$ cat src/rtl/prot_cfg_pkg.sv
package prot_cfg_pkg;
  parameter int unsigned CFG_DW      = 32;
  parameter int unsigned CFG_REGIONS = 8;
  parameter int unsigned CFG_NIB     = 4;
  parameter int unsigned CFG_FLD     = 2;
  parameter logic [CFG_DW-1:0] CFG_ID_WORD    = 32'h4105_9461;
  parameter logic [CFG_DW-1:0] CFG_CTYPE_WORD = 32'h0F00_4006;

  typedef enum logic [3:0] {
    SEL_NONE, SEL_ID, SEL_CTYPE, SEL_CTRL, SEL_CDATA, SEL_CINSN, SEL_WBUF,
    SEL_PD_CMP, SEL_PI_CMP, SEL_PD_EXT, SEL_PI_EXT, SEL_REGION
  } cfg_sel_e;

  // spread compact 2-bit fields into the low half of each nibble
  function automatic logic [CFG_DW-1:0] perm_expand(input logic [CFG_DW-1:0] c);
    logic [CFG_DW-1:0] x;
    x = '0;
    for (int i = 0; i < CFG_REGIONS; i++)
      x[CFG_NIB*i +: CFG_FLD] = c[CFG_FLD*i +: CFG_FLD];
    return x;
  endfunction

  // gather the low half of each nibble back into packed 2-bit fields
  function automatic logic [CFG_DW-1:0] perm_compact(input logic [CFG_DW-1:0] x);
    logic [CFG_DW-1:0] c;
    c = '0;
    for (int i = 0; i < CFG_REGIONS; i++)
      c[CFG_FLD*i +: CFG_FLD] = x[CFG_NIB*i +: CFG_FLD];
    return c;
  endfunction

  // bits a compact write must leave at zero in the extended word
  function automatic logic [CFG_DW-1:0] perm_hi_mask();
    logic [CFG_DW-1:0] m;
    m = '0;
    for (int i = 0; i < CFG_REGIONS; i++)
      m[CFG_NIB*i+CFG_FLD +: (CFG_NIB-CFG_FLD)] = '1;
    return m;
  endfunction
endpackage

$ cat src/rtl/cfg_decode.sv
module cfg_decode
  import prot_cfg_pkg::*;
#(
  parameter int unsigned NREG = CFG_REGIONS
) (
  input  logic [3:0] prim,
  input  logic [2:0] op2,
  input  logic [3:0] crm,
  input  logic       is_write,
  output cfg_sel_e   sel,
  output logic       undef
);
  always_comb begin
    sel = SEL_NONE;
    unique case (prim)
      4'd0: begin
        if (!is_write && op2 == 3'd0)      sel = SEL_ID;
        else if (!is_write && op2 == 3'd1) sel = SEL_CTYPE;
      end
      4'd1: if (op2 == 3'd0) sel = SEL_CTRL;
      4'd2: begin
        if (op2 == 3'd0)      sel = SEL_CDATA;
        else if (op2 == 3'd1) sel = SEL_CINSN;
      end
      4'd3: sel = SEL_WBUF;
      4'd5: begin
        case (op2)
          3'd0:    sel = SEL_PD_CMP;
          3'd1:    sel = SEL_PI_CMP;
          3'd2:    sel = SEL_PD_EXT;
          3'd3:    sel = SEL_PI_EXT;
          default: sel = SEL_NONE;
        endcase
      end
      4'd6: if (int'(crm) < int'(NREG)) sel = SEL_REGION;
      default: sel = SEL_NONE;
    endcase
  end

  assign undef = (sel == SEL_NONE);
endmodule

$ cat src/rtl/cfg_region_bank.sv
module cfg_region_bank
  import prot_cfg_pkg::*;
#(
  parameter int unsigned NREG = CFG_REGIONS,
  parameter int unsigned DW   = CFG_DW,
  localparam int unsigned IW  = (NREG > 1) ? $clog2(NREG) : 1
) (
  input  logic             clk,
  input  logic             rst_n,
  input  logic             we,
  input  logic [IW-1:0]    idx,
  input  logic [DW-1:0]    wdata,
  output logic [NREG*DW-1:0] regions
);
  for (genvar g = 0; g < NREG; g++) begin : g_reg
    logic [DW-1:0] desc_q;
    always_ff @(posedge clk or negedge rst_n) begin
      if (!rst_n)                          desc_q <= '0;
      else if (we && idx == IW'(g))        desc_q <= wdata;
    end
    assign regions[g*DW +: DW] = desc_q;
  end
endmodule

$ cat src/rtl/prot_cfg_regfile.sv
module prot_cfg_regfile
  import prot_cfg_pkg::*;
#(
  parameter int unsigned NREG = CFG_REGIONS,
  parameter int unsigned DW   = CFG_DW,
  localparam int unsigned IW  = (NREG > 1) ? $clog2(NREG) : 1
) (
  input  logic              clk,
  input  logic              rst_n,
  input  logic              wr_en,
  input  logic [3:0]        wr_prim,
  input  logic [2:0]        wr_op2,
  input  logic [3:0]        wr_crm,
  input  logic [DW-1:0]     wr_data,
  output logic              wr_err,
  input  logic              rd_en,
  input  logic [3:0]        rd_prim,
  input  logic [2:0]        rd_op2,
  input  logic [3:0]        rd_crm,
  output logic [DW-1:0]     rd_data,
  output logic              rd_err,
  output logic              prot_enable,
  output logic [DW-1:0]     data_cacheable,
  output logic [DW-1:0]     insn_cacheable,
  output logic [DW-1:0]     wbuf_ctrl,
  output logic [DW-1:0]     data_perm_ext,
  output logic [DW-1:0]     insn_perm_ext,
  output logic [NREG*DW-1:0] region_desc
);
  localparam logic [DW-1:0] PERM_HI = perm_hi_mask();

  cfg_sel_e wr_sel, rd_sel;
  logic     wr_undef, rd_undef;
  logic     wr_commit;

  cfg_decode #(.NREG(NREG)) u_wdec (
    .prim(wr_prim), .op2(wr_op2), .crm(wr_crm), .is_write(1'b1),
    .sel(wr_sel), .undef(wr_undef));

  cfg_decode #(.NREG(NREG)) u_rdec (
    .prim(rd_prim), .op2(rd_op2), .crm(rd_crm), .is_write(1'b0),
    .sel(rd_sel), .undef(rd_undef));

  assign wr_err    = wr_en && wr_undef;
  assign rd_err    = rd_en && rd_undef;
  assign wr_commit = wr_en && !wr_undef;

  logic [DW-1:0] ctrl_q, cdata_q, cinsn_q, wbuf_q, pd_q, pi_q;

  always_ff @(posedge clk or negedge rst_n) begin
    if (!rst_n) begin
      ctrl_q  <= '0;
      cdata_q <= '0;
      cinsn_q <= '0;
      wbuf_q  <= '0;
      pd_q    <= '0;
      pi_q    <= '0;
    end else if (wr_commit) begin
      case (wr_sel)
        SEL_CTRL:   ctrl_q  <= wr_data;
        SEL_CDATA:  cdata_q <= wr_data;
        SEL_CINSN:  cinsn_q <= wr_data;
        SEL_WBUF:   wbuf_q  <= wr_data;
        SEL_PD_CMP: pd_q    <= perm_expand(wr_data);
        SEL_PI_CMP: pi_q    <= perm_expand(wr_data);
        SEL_PD_EXT: pd_q    <= wr_data;
        SEL_PI_EXT: pi_q    <= wr_data;
        default: ;
      endcase
    end
  end

  logic region_we;
  assign region_we = wr_commit && (wr_sel == SEL_REGION);

  cfg_region_bank #(.NREG(NREG), .DW(DW)) u_regions (
    .clk(clk), .rst_n(rst_n), .we(region_we),
    .idx(wr_crm[IW-1:0]), .wdata(wr_data), .regions(region_desc));

  logic [DW-1:0] rd_mux;
  always_comb begin
    case (rd_sel)
      SEL_ID:     rd_mux = CFG_ID_WORD;
      SEL_CTYPE:  rd_mux = CFG_CTYPE_WORD;
      SEL_CTRL:   rd_mux = ctrl_q;
      SEL_CDATA:  rd_mux = cdata_q;
      SEL_CINSN:  rd_mux = cinsn_q;
      SEL_WBUF:   rd_mux = wbuf_q;
      SEL_PD_CMP: rd_mux = perm_compact(pd_q);
      SEL_PI_CMP: rd_mux = perm_compact(pi_q);
      SEL_PD_EXT: rd_mux = pd_q;
      SEL_PI_EXT: rd_mux = pi_q;
      SEL_REGION: rd_mux = region_desc[int'(rd_crm[IW-1:0])*DW +: DW];
      default:    rd_mux = '0;
    endcase
  end

  assign rd_data = (rd_en && !rd_undef) ? rd_mux : '0;

  assign prot_enable    = ctrl_q[0];
  assign data_cacheable = cdata_q;
  assign insn_cacheable = cinsn_q;
  assign wbuf_ctrl      = wbuf_q;
  assign data_perm_ext  = pd_q;
  assign insn_perm_ext  = pi_q;

  // every write to the identification register is refused
  a_r2_id_write_refused: assert property (@(posedge clk) disable iff (!rst_n)
    (wr_en && wr_prim == 4'd0) |-> wr_err);

  // identification constant on the read port
  a_r2_id_read: assert property (@(posedge clk) disable iff (!rst_n)
    (rd_en && rd_prim == 4'd0 && rd_op2 == 3'd0) |-> (!rd_err && rd_data == CFG_ID_WORD));

  // control bit 0 reaches the checker enable after the write edge
  a_r3_enable_follows: assert property (@(posedge clk) disable iff (!rst_n)
    (wr_en && !wr_err && wr_prim == 4'd1) |=> (prot_enable == $past(wr_data[0])));

  // compact writes leave the upper half of every nibble clear
  a_r6_compact_clears_hi: assert property (@(posedge clk) disable iff (!rst_n)
    (wr_en && !wr_err && wr_prim == 4'd5 && wr_op2 == 3'd0) |=> ((data_perm_ext & PERM_HI) == '0));

  // out-of-range region index is undefined
  a_r9_region_range: assert property (@(posedge clk) disable iff (!rst_n)
    (wr_en && wr_prim == 4'd6 && wr_crm >= 4'd8) |-> wr_err);

  // an erroring write leaves every stored value untouched
  a_r11_err_no_change: assert property (@(posedge clk) disable iff (!rst_n)
    (wr_en && wr_err) |=> ($stable(ctrl_q) && $stable(cdata_q) && $stable(cinsn_q) &&
                           $stable(wbuf_q) && $stable(pd_q) && $stable(pi_q) &&
                           $stable(region_desc)));

  // an erroring read returns zero
  a_r11_err_read_zero: assert property (@(posedge clk) disable iff (!rst_n)
    rd_err |-> (rd_data == '0));
endmodule

$ cat config.mk
export PLATFORM = sky130hd
export DESIGN_NAME = prot_cfg_regfile
export DESIGN_NICKNAME = d
export VERILOG_FILES = /design/src/rtl/prot_cfg_pkg.sv /design/src/rtl/cfg_decode.sv /design/src/rtl/cfg_region_bank.sv /design/src/rtl/prot_cfg_regfile.sv
export SDC_FILE = /design/constraint.sdc
export NUM_CORES = 1
export LEC_CHECK = 0
export BUFFER_PORTS_ARGS = -buffer_cell sky130_fd_sc_hd__buf_4
export CORE_UTILIZATION = 35
export DETAILED_ROUTE_END_ITERATION = 7
export MAX_ROUTING_LAYER = met4
export RECOVER_POWER = 25
export SETUP_SLACK_MARGIN = 0.05
export SLEW_MARGIN = 0
export SYNTH_ARGS = -nofsm -noshare
export SYNTH_HDL_FRONTEND = slang
export SYNTH_SLANG_ARGS = --single-unit
$ cat constraint.sdc
create_clock -name clk -period 3.81 [get_ports clk]
set_input_delay 0.762 -clock clk [delete_from_list [all_inputs] [get_ports clk]]
set_output_delay 0.762 -clock clk [all_outputs]
set_load 0.05 [all_outputs]
==> run summary <==
The run finished, with violations left. The checks that failed: max-capacitance violations, max-slew violations. The fraction of final layout cells with drive strength greater than 1 is 0.560.

After floorplanning, the core was divided into 89 placement rows. The tools report the proportion of power drawn by flip-flops and latches as 0.407. The class of the most critical setup path was primary input to output port. The clock buffer count from CTS was 51.

The library cell used most frequently in the layout, excluding fill and tap cells, is buf_4. Sort of element at the end of the critical path: an output port. The cell sitting at the root of the clock tree is a clkbuf_16. The worst-skew pair later-pin latency is 0.60 ns, and the global-route wire length before repair is 122000 microns.

The part of the Yosys area used for sequential elements came out at 0.528. The minimum period implied by the final worst setup slack is 3.72 ns, and the setup clock skew after layout is 0 ns. In this run, distinct cell masters in the synthesized netlist total 68.

Setup repair after global routing could not meet its margin everywhere. The first routing iteration left 1202 violations. Number of register bits inferred by synthesis: 448. Total number of vias: 16800. The core area is 0.0595 sq mm, and the power per standard cell area is 482 mW/mm^2. After routing, the total negative slack on setup checks comes to 0 ns. Along the worst path, the maximum fanout reaches 10. Summing all placed instances gives a cell area of 0.0269 sq mm. The switching power was 4.80 mW.

The final-report setup violation count is 0, and the average instance area after synthesis is 13.1 sq um. The die outline width is 248 microns, and the number of maximum-capacitance constraint violations is 1. 509 I/O pins were placed. Counting cells, the worst reg-to-reg path comes to 2.

The maximum buffer depth of the clock tree is 3, and the proportion of power drawn by combinational gates is 0.241. The switching power share of the total was 0.347; the reported leakage power was 14.0 nW. The fmax was 0.269 GHz; the maximum number of pins on one net before global-route repair was 101. The floorplan step set the die height to 248 microns.

The post-synthesis net count is 1679. The die covers 0.0617 sq mm. The H-tree was split into 2 levels. For this run the aggregate overflow at the end of global routing stands at 0. The cell area that synthesis handed to floorplanning was 0.0212 sq mm. Leaving out fill and tap cells, the most frequent cells in the layout are buf_4 (586), dfrtp_1 (448), mux2_2 (401).

The endpoint identified for the worst register-to-register timing path is data_perm_ext[17]$_DFFE_PN0P_. Compared with the post-synthesis result, the final layout area differs by 34.9%. The worst hold path belongs to the class primary input to register. Total internal power: 9.01 mW.

The clock-pin slew reported for the worst setup and hold paths after clock tree synthesis is 0.06 ns. Counting flops with a built-in enable in the synthesized netlist gives 0. At the pin with the least slew margin, the transition time is 3.05 ns. The count of pins over their slew limit was 97; the count of buffers inserted at the top-level ports was 508. The tools report the number of warnings reported in the yosys synthesis log as 0. The routed design has 86200 microns of wire. The run gives 0.0287 sq mm as the area of all placed cells without fillers. In the routed layout, each cell is associated on average with a via count of 5.66.

The startpoint identified for the worst register-to-register timing path is data_perm_ext[17]$_DFFE_PN0P_. For this run, the detailed router's first-pass iteration total came to 6. The congestion estimate from routability-driven global placement came to 0.862. Synthesis produced 1621 cells.

The share of the cycle needed by the critical path after routing is 0.976. The source of the critical timing path was rd_prim[2]. The hold violation total from the final report is 0, and the global-route usage over all layers is 0.282.

STA puts the critical path data required time at 3.05 ns. The effective utilization at floorplan is 0.357. The fraction of synthesis flops using an asynchronous set or reset pin works out to 1.00. VDD sags by at most 0.350 mV. The most used flip-flop cell after synthesis is dfrtp_1.

Data arrival time at the worst-slack endpoint: 2.95 ns. For this design, the CTS-stage hold fixing added 0 buffers. After detailed routing, the number of remaining DRC violations is 0. The total clock sinks was 448; the register-to-register setup slack was 2.93 ns. The mean routed wirelength per cell works out to 29.1 microns.

The logs give 1 for the initial antenna violation count and 62100 microns for the placed wire-length estimate after detailed placement. STA classifies the critical path startpoint as a primary input. The via count of the first global-routing pass was 17100; the number of antenna-violating nets in the routed design was 0.

Part of the total power dissipated in the clock network: 0.352. The destination of the critical timing path is rd_data[21]. The max-slew headroom at the worst pin was -1.04. TritonCTS built the clock tree. For the net count of the finished layout, the log shows 2211.
[metrics by stage]
stage | power [mW] | utilization | std cells | hold slack [ns] | setup WS (ns)
finish | 13.8 | 0.482 | 2966 | 0.476 | 0.0933
global placement | 8.98 | 0.452 | 2865 | 0.487 | -0.195
CTS | 13.9 | 0.481 | 2961 | 0.275 | 0.0949
floorplan | 7.59 | - | 1621 | 0.466 | 0.101
detailed placement | 9.02 | 0.452 | 2865 | 0.494 | -0.228
global route | 14.3 | 0.482 | 2966 | 0.479 | 0.00431
[registers in the layout, summed over array words and instances (netlist names)]
signal / flops
insn_cacheable: 32
data_cacheable: 32
wbuf_ctrl: 32
u_regions.g.desc_q: 256
ctrl_q: 32
insn_perm_ext: 32
data_perm_ext: 32
[cells by family after synthesis]
| kind of cell | count (synthesis) | share of synthesized area |
|---|---|---|
| flip-flops | 448 | 0.528 |
| buffers and inverters | 154 | 0.0323 |
| AO/OA/AOI/OAI | 255 | 0.0825 |
| AND/OR/NAND/NOR | 246 | 0.0597 |
| multiplexers | 518 | 0.298 |
[power by group through the flow]
stage	clock [mW]	sequential, mW	combinational, mW
after floorplan	0	6.87	0.728
after global placement	0	5.67	3.30
after detailed placement	0	5.69	3.33
after CTS	4.98	5.61	3.34
after global routing	5.16	5.67	3.46
final	4.86	5.62	3.32
[worst max-delay path: stages]
cell,delay [ns]
buf_4,0.15
nor2b_1,0.29
mux2i_1,0.20
o221a_1,0.37
nor3_4,0.34
buf_4,0.20
clkbuf_16,0.14
a21oi_1,0.08
a21oi_2,0.20
buf_4,0.22
[cell type report]
| cell class | instances | area, sq um |
|---|---|---|
| fillers | 5392 | 30800 |
| flip-flops and latches | 448 | 11200 |
| multi-input cells | 1019 | 9710 |
| repair buffers | 626 | 5080 |
| clock buffers | 76 | 1500 |
| well taps | 773 | 967 |
| clock inverters | 16 | 158 |
| inverters | 7 | 26.3 |
| diodes | 1 | 2.50 |
[what timing repair did]
| action | CTS | global route |
|---|---|---|
| pin swaps | 3 | 3 |
| gates cloned | 0 | 1 |
| setup endpoints to repair | 26 | 18 |
| resized for setup | 6 | 12 |
| setup buffers | 4 | 3 |
[synth_stat cells, drive strengths merged, types with 10 or more instances]
cell type | count | area (sq um)
nor2 | 25 | 96.4
buf | 69 | 368
nand2 | 100 | 383
mux4 | 51 | 1150
a31oi | 16 | 100
and3 | 10 | 67.6
dfrtp | 448 | 11200
a22oi | 25 | 188
mux2i | 64 | 641
nor2b | 13 | 81.3
a222oi | 16 | 160
nand3 | 53 | 270
a221oi | 12 | 105
a21o | 14 | 105
mux2 | 403 | 4540
a21oi | 46 | 234
o21ai | 69 | 345
a22o | 16 | 140
clkbuf | 78 | 293
[how the worst min path moves through the flow]
stage | startpoint | end | slack [ns] | cells after the start
after floorplan | rst_n | ctrl_q[0]$_DFFE_PN0P_ | 0.47 | 0
after global placement | ctrl_q[15]$_DFFE_PN0P_ | ctrl_q[15]$_DFFE_PN0P_ | 0.49 | 1
after detailed placement | ctrl_q[9]$_DFFE_PN0P_ | ctrl_q[9]$_DFFE_PN0P_ | 0.49 | 1
after CTS | rst_n | u_regions.g_reg[0].desc_q[1]$_DFFE_PN0P_ | 0.27 | 1
after global routing | wr_data[30] | data_perm_ext[30]$_DFFE_PN0P_ | 0.48 | 2
final | wr_data[19] | insn_perm_ext[19]$_DFFE_PN0P_ | 0.48 | 3
[metal layers]
metal | routed length (microns) | up-vias | global-route usage
met2 | 41400 | 578 | 0.445
met5 | 0 | - | -
li1 | - | 7113 | -
met3 | 5670 | 139 | 0.0595
met4 | 2460 | 0 | 0.0830
met1 | 36700 | 8963 | 0.365
Power figures use the tool's default switching activity.
